## src/rtl/gt_pkg.sv

```systemverilog
// Shared types and widths for the gated interval timer.
// Assumes: the gate-source encoding is fixed by the select field.
package gt_pkg;
    typedef enum logic [1:0] {
        GSRC_PIN   = 2'b00,
        GSRC_MATCH = 2'b01,
        GSRC_CMP1  = 2'b10,
        GSRC_CMP2  = 2'b11
    } gate_src_e;

    localparam int unsigned N_ASYNC = 3;  // pin, cmp1, cmp2
    localparam int unsigned IDX_PIN  = 0;
    localparam int unsigned IDX_CMP1 = 1;
    localparam int unsigned IDX_CMP2 = 2;
endpackage

```

## src/rtl/gt_sync.sv

```systemverilog
// Multi-bit level synchronizer: each bit passes through STAGES flops.
// Assumes: bits are independent levels; no bus coherence is needed.
module gt_sync #(
    parameter int unsigned WIDTH  = 3,
    parameter int unsigned STAGES = 2
) (
    input  logic             clk,
    input  logic             rst_n,
    input  logic [WIDTH-1:0] din,
    output logic [WIDTH-1:0] dout
);
    logic [WIDTH-1:0] stage_q [STAGES];

    // Shift the sampled levels down the synchronizer chain.
    always_ff @(posedge clk) begin
        if (!rst_n) begin
            for (int i = 0; i < STAGES; i++) stage_q[i] <= '0;
        end else begin
            stage_q[0] <= din;
            for (int i = 1; i < STAGES; i++) stage_q[i] <= stage_q[i-1];
        end
    end

    assign dout = stage_q[STAGES-1];
endmodule

```

## src/rtl/gt_period_timer.sv

```systemverilog
// Period timer: counts up to a limit, returns to zero on the next step and
// raises a one-cycle pulse in the cycle after the return.
// Assumes: the limit may change at any time; equality alone ends a period.
module gt_period_timer #(
    parameter int unsigned PER_W = 8
) (
    input  logic             clk,
    input  logic             rst_n,
    input  logic             run,
    input  logic [PER_W-1:0] limit,
    output logic             match_pulse
);
    logic [PER_W-1:0] cnt_q;
    logic             pulse_q;
    logic             at_end;

    assign at_end = (cnt_q == limit);

    // Advance the period count and flag each return to zero.
    always_ff @(posedge clk) begin
        if (!rst_n) begin
            cnt_q   <= '0;
            pulse_q <= 1'b0;
        end else begin
            pulse_q <= 1'b0;
            if (run) begin
                if (at_end) begin
                    cnt_q   <= '0;
                    pulse_q <= 1'b1;
                end else begin
                    cnt_q <= cnt_q + 1'b1;
                end
            end
        end
    end

    assign match_pulse = pulse_q;

    // a pulse marks a fresh period start
    p_pulse_at_zero_r7: assert property (@(posedge clk) disable iff (!rst_n)
        pulse_q |-> (cnt_q == '0));

    // a pulse lasts one cycle unless the period is a single cycle
    p_pulse_single_r7: assert property (@(posedge clk) disable iff (!rst_n)
        (pulse_q && !at_end) |=> !pulse_q);
endmodule

```

## src/rtl/gt_gate_ctrl.sv

```systemverilog
// Gate path: source select, polarity, and the optional toggle flip-flop.
// Assumes: async sources arrive already synchronized; the match pulse is
// already in the clock domain.
module gt_gate_ctrl
    import gt_pkg::*;
(
    input  logic               clk,
    input  logic               rst_n,
    input  gate_src_e          sel,
    input  logic               pol,
    input  logic               toggle_en,
    input  logic [N_ASYNC-1:0] sync_src,
    input  logic               match_pulse,
    output logic               gate_eff
);
    logic raw_gate;
    logic act_gate;
    logic act_prev_q;
    logic tff_q;
    logic act_rise;

    // Pick the gate source.
    always_comb begin
        unique case (sel)
            GSRC_PIN:   raw_gate = sync_src[IDX_PIN];
            GSRC_MATCH: raw_gate = match_pulse;
            GSRC_CMP1:  raw_gate = sync_src[IDX_CMP1];
            default:    raw_gate = sync_src[IDX_CMP2];
        endcase
    end

    assign act_gate = pol ? raw_gate : ~raw_gate;
    assign act_rise = act_gate & ~act_prev_q;

    // Remember the last active-gate level for edge detection.
    always_ff @(posedge clk) begin
        if (!rst_n) act_prev_q <= 1'b0;
        else        act_prev_q <= act_gate;
    end

    // Toggle flip-flop, forced clear while the option is off.
    always_ff @(posedge clk) begin
        if (!rst_n || !toggle_en) tff_q <= 1'b0;
        else if (act_rise)        tff_q <= ~tff_q;
    end

    assign gate_eff = toggle_en ? tff_q : act_gate;

    // flip-flop is clear after any cycle with the option off
    p_tff_clear_r10: assert property (@(posedge clk) disable iff (!rst_n)
        !toggle_en |=> !tff_q);

    // in toggle mode the flip-flop only moves on an active rising edge
    p_tff_edge_only_r9: assert property (@(posedge clk) disable iff (!rst_n)
        (toggle_en && !act_rise) |=> (tff_q == $past(tff_q)));
endmodule

```

## src/rtl/gt_gated_timer.sv

```systemverilog
// Top of the gated interval timer: synchronizes async gates, runs the
// period timer, forms the effective gate and drives the main counter.
// Assumes: load takes priority over counting; ovf follows the wrap edge.
module gt_gated_timer
    import gt_pkg::*;
#(
    parameter int unsigned CNT_W  = 16,
    parameter int unsigned PER_W  = 8,
    parameter int unsigned SYNC_N = 2
) (
    input  logic             clk,
    input  logic             rst_n,
    input  logic             tmr_on,
    input  logic             gate_en,
    input  logic [1:0]       gate_sel,
    input  logic             gate_pol,
    input  logic             toggle_en,
    input  logic             gate_pin,
    input  logic             cmp1_in,
    input  logic             cmp2_in,
    input  logic             per_run,
    input  logic [PER_W-1:0] per_limit,
    input  logic             load_en,
    input  logic [CNT_W-1:0] load_val,
    output logic [CNT_W-1:0] count,
    output logic             ovf,
    output logic             gate_val,
    output logic             per_match
);
    localparam logic [CNT_W-1:0] CNT_MAX = {CNT_W{1'b1}};

    logic [N_ASYNC-1:0] async_in;
    logic [N_ASYNC-1:0] sync_out;
    logic               match_pulse;
    logic               gate_eff;
    logic               advance;
    logic [CNT_W-1:0]   cnt_q;
    logic               ovf_q;

    assign async_in[IDX_PIN]  = gate_pin;
    assign async_in[IDX_CMP1] = cmp1_in;
    assign async_in[IDX_CMP2] = cmp2_in;

    gt_sync #(.WIDTH(N_ASYNC), .STAGES(SYNC_N)) sync_i (
        .clk   (clk),
        .rst_n (rst_n),
        .din   (async_in),
        .dout  (sync_out)
    );

    gt_period_timer #(.PER_W(PER_W)) per_i (
        .clk         (clk),
        .rst_n       (rst_n),
        .run         (per_run),
        .limit       (per_limit),
        .match_pulse (match_pulse)
    );

    gt_gate_ctrl gate_i (
        .clk         (clk),
        .rst_n       (rst_n),
        .sel         (gate_src_e'(gate_sel)),
        .pol         (gate_pol),
        .toggle_en   (toggle_en),
        .sync_src    (sync_out),
        .match_pulse (match_pulse),
        .gate_eff    (gate_eff)
    );

    assign advance = tmr_on & (~gate_en | gate_eff);

    // Main counter with load priority and a one-cycle wrap flag.
    always_ff @(posedge clk) begin
        if (!rst_n) begin
            cnt_q <= '0;
            ovf_q <= 1'b0;
        end else begin
            ovf_q <= 1'b0;
            if (load_en) begin
                cnt_q <= load_val;
            end else if (advance) begin
                cnt_q <= cnt_q + 1'b1;
                ovf_q <= (cnt_q == CNT_MAX);
            end
        end
    end

    assign count     = cnt_q;
    assign ovf       = ovf_q;
    assign gate_val  = gate_eff;
    assign per_match = match_pulse;

    // stopped timer holds its value
    p_hold_when_off_r2: assert property (@(posedge clk) disable iff (!rst_n)
        (!tmr_on && !load_en) |=> (count == $past(count)));

    // the wrap flag only appears with a zero count
    p_ovf_zero_r12: assert property (@(posedge clk) disable iff (!rst_n)
        ovf |-> (count == '0));

    // a load always lands
    p_load_lands_r13: assert property (@(posedge clk) disable iff (!rst_n)
        load_en |=> (count == $past(load_val)));

    // ungated running timer steps by one
    p_free_run_r3: assert property (@(posedge clk) disable iff (!rst_n)
        (tmr_on && !gate_en && !load_en) |=> (count == $past(count) + 1'b1));
endmodule

```

## config.mk

```make
export PLATFORM = sky130hd
export DESIGN_NAME = gt_gated_timer
export DESIGN_NICKNAME = d
export VERILOG_FILES = /design/src/rtl/gt_pkg.sv /design/src/rtl/gt_sync.sv /design/src/rtl/gt_period_timer.sv /design/src/rtl/gt_gate_ctrl.sv /design/src/rtl/gt_gated_timer.sv
export SDC_FILE = /design/constraint.sdc
export NUM_CORES = 1
export LEC_CHECK = 0
export ABC_CLOCK_PERIOD_IN_PS = 2700
export BUFFER_PORTS_ARGS = -buffer_cell sky130_fd_sc_hd__buf_2
export CAP_MARGIN = 20
export CORE_ASPECT_RATIO = 0.8
export CORE_UTILIZATION = 51
export DETAILED_ROUTE_END_ITERATION = 8
export GPL_ROUTABILITY_DRIVEN = 0
export PLACE_DENSITY = 0.8
export SETUP_SLACK_MARGIN = 0.3
export SLEW_MARGIN = 0
export SYNTH_ARGS = -nofsm -noshare
export SYNTH_HDL_FRONTEND = slang
export SYNTH_SLANG_ARGS = --single-unit
```

## constraint.sdc

```tcl
create_clock -name clk -period 2.7 [get_ports clk]
set_clock_uncertainty 0.2 [all_clocks]
set_input_delay 0.54 -clock clk [delete_from_list [all_inputs] [get_ports clk]]
set_output_delay 0.54 -clock clk [all_outputs]
set_load 0.02 [all_outputs]
```

==> results.toml <==
[synth]
synth_fp_nets = 254
synth_seq_area_share = 0.3760
synth.top_cell.area_share = 0.3760
yosys.area.top_type = "dfxtp_1"
synth.area.top_cells = "dfxtp_1 38%, xnor2_1 6.3%, o21ai_0 5.3%"
synth_xor_area_frac = 0.08708
synthAdderAreaFrac = 0.01382
synth.area.mux_share = 0.03663
ys_async_sr_fraction = 0
syn_area_mm2 = 0.001810
syn_inst = 215
synth-simple-area-share = 0.2916
synth_edf_count = 0
yosys_register_bits = 34
avgSynthCellArea_um2 = 8.421
synth_cell_types = 38
synth_top_family_by_area = "simple AND/OR/NAND/NOR gates"
ys_warn_count = 0
synth_compound_area_frac = 0.1610
synth-main-ff-cell = "dfxtp_1"

[worst_setup_path]
cp_max_fo = 3
reg2reg_to = "count[8]"
startpoint_type = "input pin"
end_kind = "primary output"
r2r_cells = 6
critPathCapture = "gate_val"
crit_type = "in -> out"
r2r-start = "count[1]"
arrival_ps = 1530
worstSetupStartpoint = "gate_sel[0]"
rrSetupSlack_ps = 630
required_ps = 1960

[placed_design]
place_ws_ps = 324.7
dp.cells = 301
place_area_mm2 = 0.002101
post-dp-hpwl_um = 3016
portBuffers = 55

[floorplan]
core_region_area_mm2 = 0.003221
die_w_um = 68.62
rows = 18
die_area_mm2 = 0.003794
ios = 56
start_util = 0.5622
dieHeight_um = 55.29

[timing]
whs_ps = 233.4
finalCriticalPeriod_ps = 2269
maxSlewViolCount = 0
rsz0062_at_grt = "false"
hold_viol = 0
tns_ps = 0
worst_slew_pin_slew_ps = 662.5
period_share = 0.8405
fmax_mhz = 440.7
finalWorstSetupSlack_ps = 430.7
setup_viol = 0
relSlewSlack = 0.5578

[layout]
diodes = 0
fin_nets = 307
design_area_mm2 = 0.002243
layout-drive-gt1-share = 0.2528
instances_no_fill = 309
utilization = 0.6966
syn_to_final_growth_pct = 23.91

[clocking]
post_cts_resized = 0
clock_sinks = 34
clkTransAtPathRegs_ps = 70
insertion_delay_ps = 300
numCtsBuffers = 5
htreeDepth = 2
clockBufferDepth = 2
cts_setup_buffers = 0
cts_hold_buf = 0
cts_tree = "yes"
cts_root_buf = "clkbuf_8"

[run_status]
status = "complete, no violations"

[global_route]
grt_max_degree = 27
grt_pass1_vias = 1525
grt_overflow_total = 0
antenna_found_initial = 0
grt_pass1_wl_um = 6817
grt_use_total = 0.2423

[detailed_routing]
vias_per_cell = 5.790
drc = 0
firstDrtPassIters = 4
postRouteAntennaNets = 0
vias = 1789
wl_per_cell_um = 14.04
routed_wl_um = 4339
drtIter0Drc = 104

[flow_run]
cap_violations = 0

[hold_path]
worst_hold_path_type = "reg -> reg"

[power_and_ir_drop]
total_power_mw = 1.330
p_leak_nw = 0.9439
powerDensity_mw_per_mm2 = 592.9
irDropWorstVdd_mv = 0.3378
## synthesized netlist by cell type, types with 6 or more instances
| cell type | count |
|---|---|
| and2_1 | 9 |
| nor3_1 | 6 |
| nand3_1 | 7 |
| xnor2_1 | 13 |
| dfxtp_1 | 34 |
| o21ai_0 | 19 |
| nand4_1 | 9 |
| and3_1 | 9 |
| nand2_1 | 17 |
| or3_1 | 7 |
| a31oi_1 | 8 |
| nor2_1 | 18 |
| clkbuf_1 | 9 |
## state kept, by name, summed over array words and instances (netlist names)
register and count:
count 16, per_i.cnt_q 8, sync_i.stage_q 6, gate_i.act_prev_q 1
gate_i.tff_q 1, ovf 1, per_i.match_pulse 1
## metal layers
| metal | track usage | vias to the layer above | routed length (µm) |
|---|---|---|---|
| met2 | 0.3487 | 64 | 1929 |
| met5 | 0 | - | 0 |
| met4 | 0.1131 | 0 | 73 |
| met1 | 0.3350 | 822 | 2013 |
| li1 | - | 896 | - |
| met3 | 0.05785 | 7 | 323 |
## worst min path at each step
stage | slack [ps] | end | depth (start not counted) | start
after floorplan | 210 | sync_i.stage_q[0][3] | 1 | sync_i.stage_q[0][0]
after global placement | 210 | sync_i.stage_q[0][4] | 1 | sync_i.stage_q[0][1]
after detailed placement | 220 | sync_i.stage_q[0][5] | 1 | sync_i.stage_q[0][2]
after CTS | 230 | sync_i.stage_q[0][5] | 1 | sync_i.stage_q[0][2]
after global routing | 250 | sync_i.stage_q[0][5] | 1 | sync_i.stage_q[0][2]
final | 230 | sync_i.stage_q[0][5] | 1 | sync_i.stage_q[0][2]
## cell type report
type | count | area (µm²)
clock buffer | 6 | 82.58
tap | 40 | 50.05
multi-input combinational | 167 | 1069
inverter | 3 | 11.26
clock inverter | 2 | 60.06
sequential | 34 | 680.7
fill | 277 | 977.2
timing repair buffer | 57 | 290.3
## where the power goes
group | switching (mW) | total, mW | internal (mW)
registers | 0.0297 | 0.558 | 0.529
clock network | 0.197 | 0.590 | 0.394
logic | 0.104 | 0.182 | 0.0778
## worst max-delay path, cell delays in order
cell,delay (ps)
buf_2,120
mux2i_1,220
mux2i_1,340
o211ai_1,130
buf_2,170
## cells by family after synthesis
group / after synthesis
muxes: 5
adders and majority gates: 2
AOI/OAI and AO/OA: 44
DFF: 34
and+or+nand+nor: 98
xor gates and xnor gates: 18
buffers and inverters: 14
## cell usage in the layout, fill, tap and decap left out, types with 3 or more instances in the layout
| cell type | instances |
|---|---|
| dfxtp_1 | 34 |
| and2_1 | 9 |
| nor2_1 | 18 |
| inv_1 | 3 |
| nand4_1 | 9 |
| a31oi_1 | 8 |
| a211oi_1 | 3 |
| nand3_1 | 7 |
| nor4_1 | 4 |
| nor4b_1 | 3 |
| buf_2 | 55 |
| xor2_1 | 5 |
| xnor2_1 | 13 |
| and3_1 | 9 |
| or3_1 | 7 |
| nand2_1 | 17 |
| clkbuf_8 | 6 |
| o211ai_1 | 5 |
| o21ai_0 | 19 |
| mux2i_1 | 4 |
| nor3_1 | 6 |
Note: power is estimated with default switching activity, not from simulation.
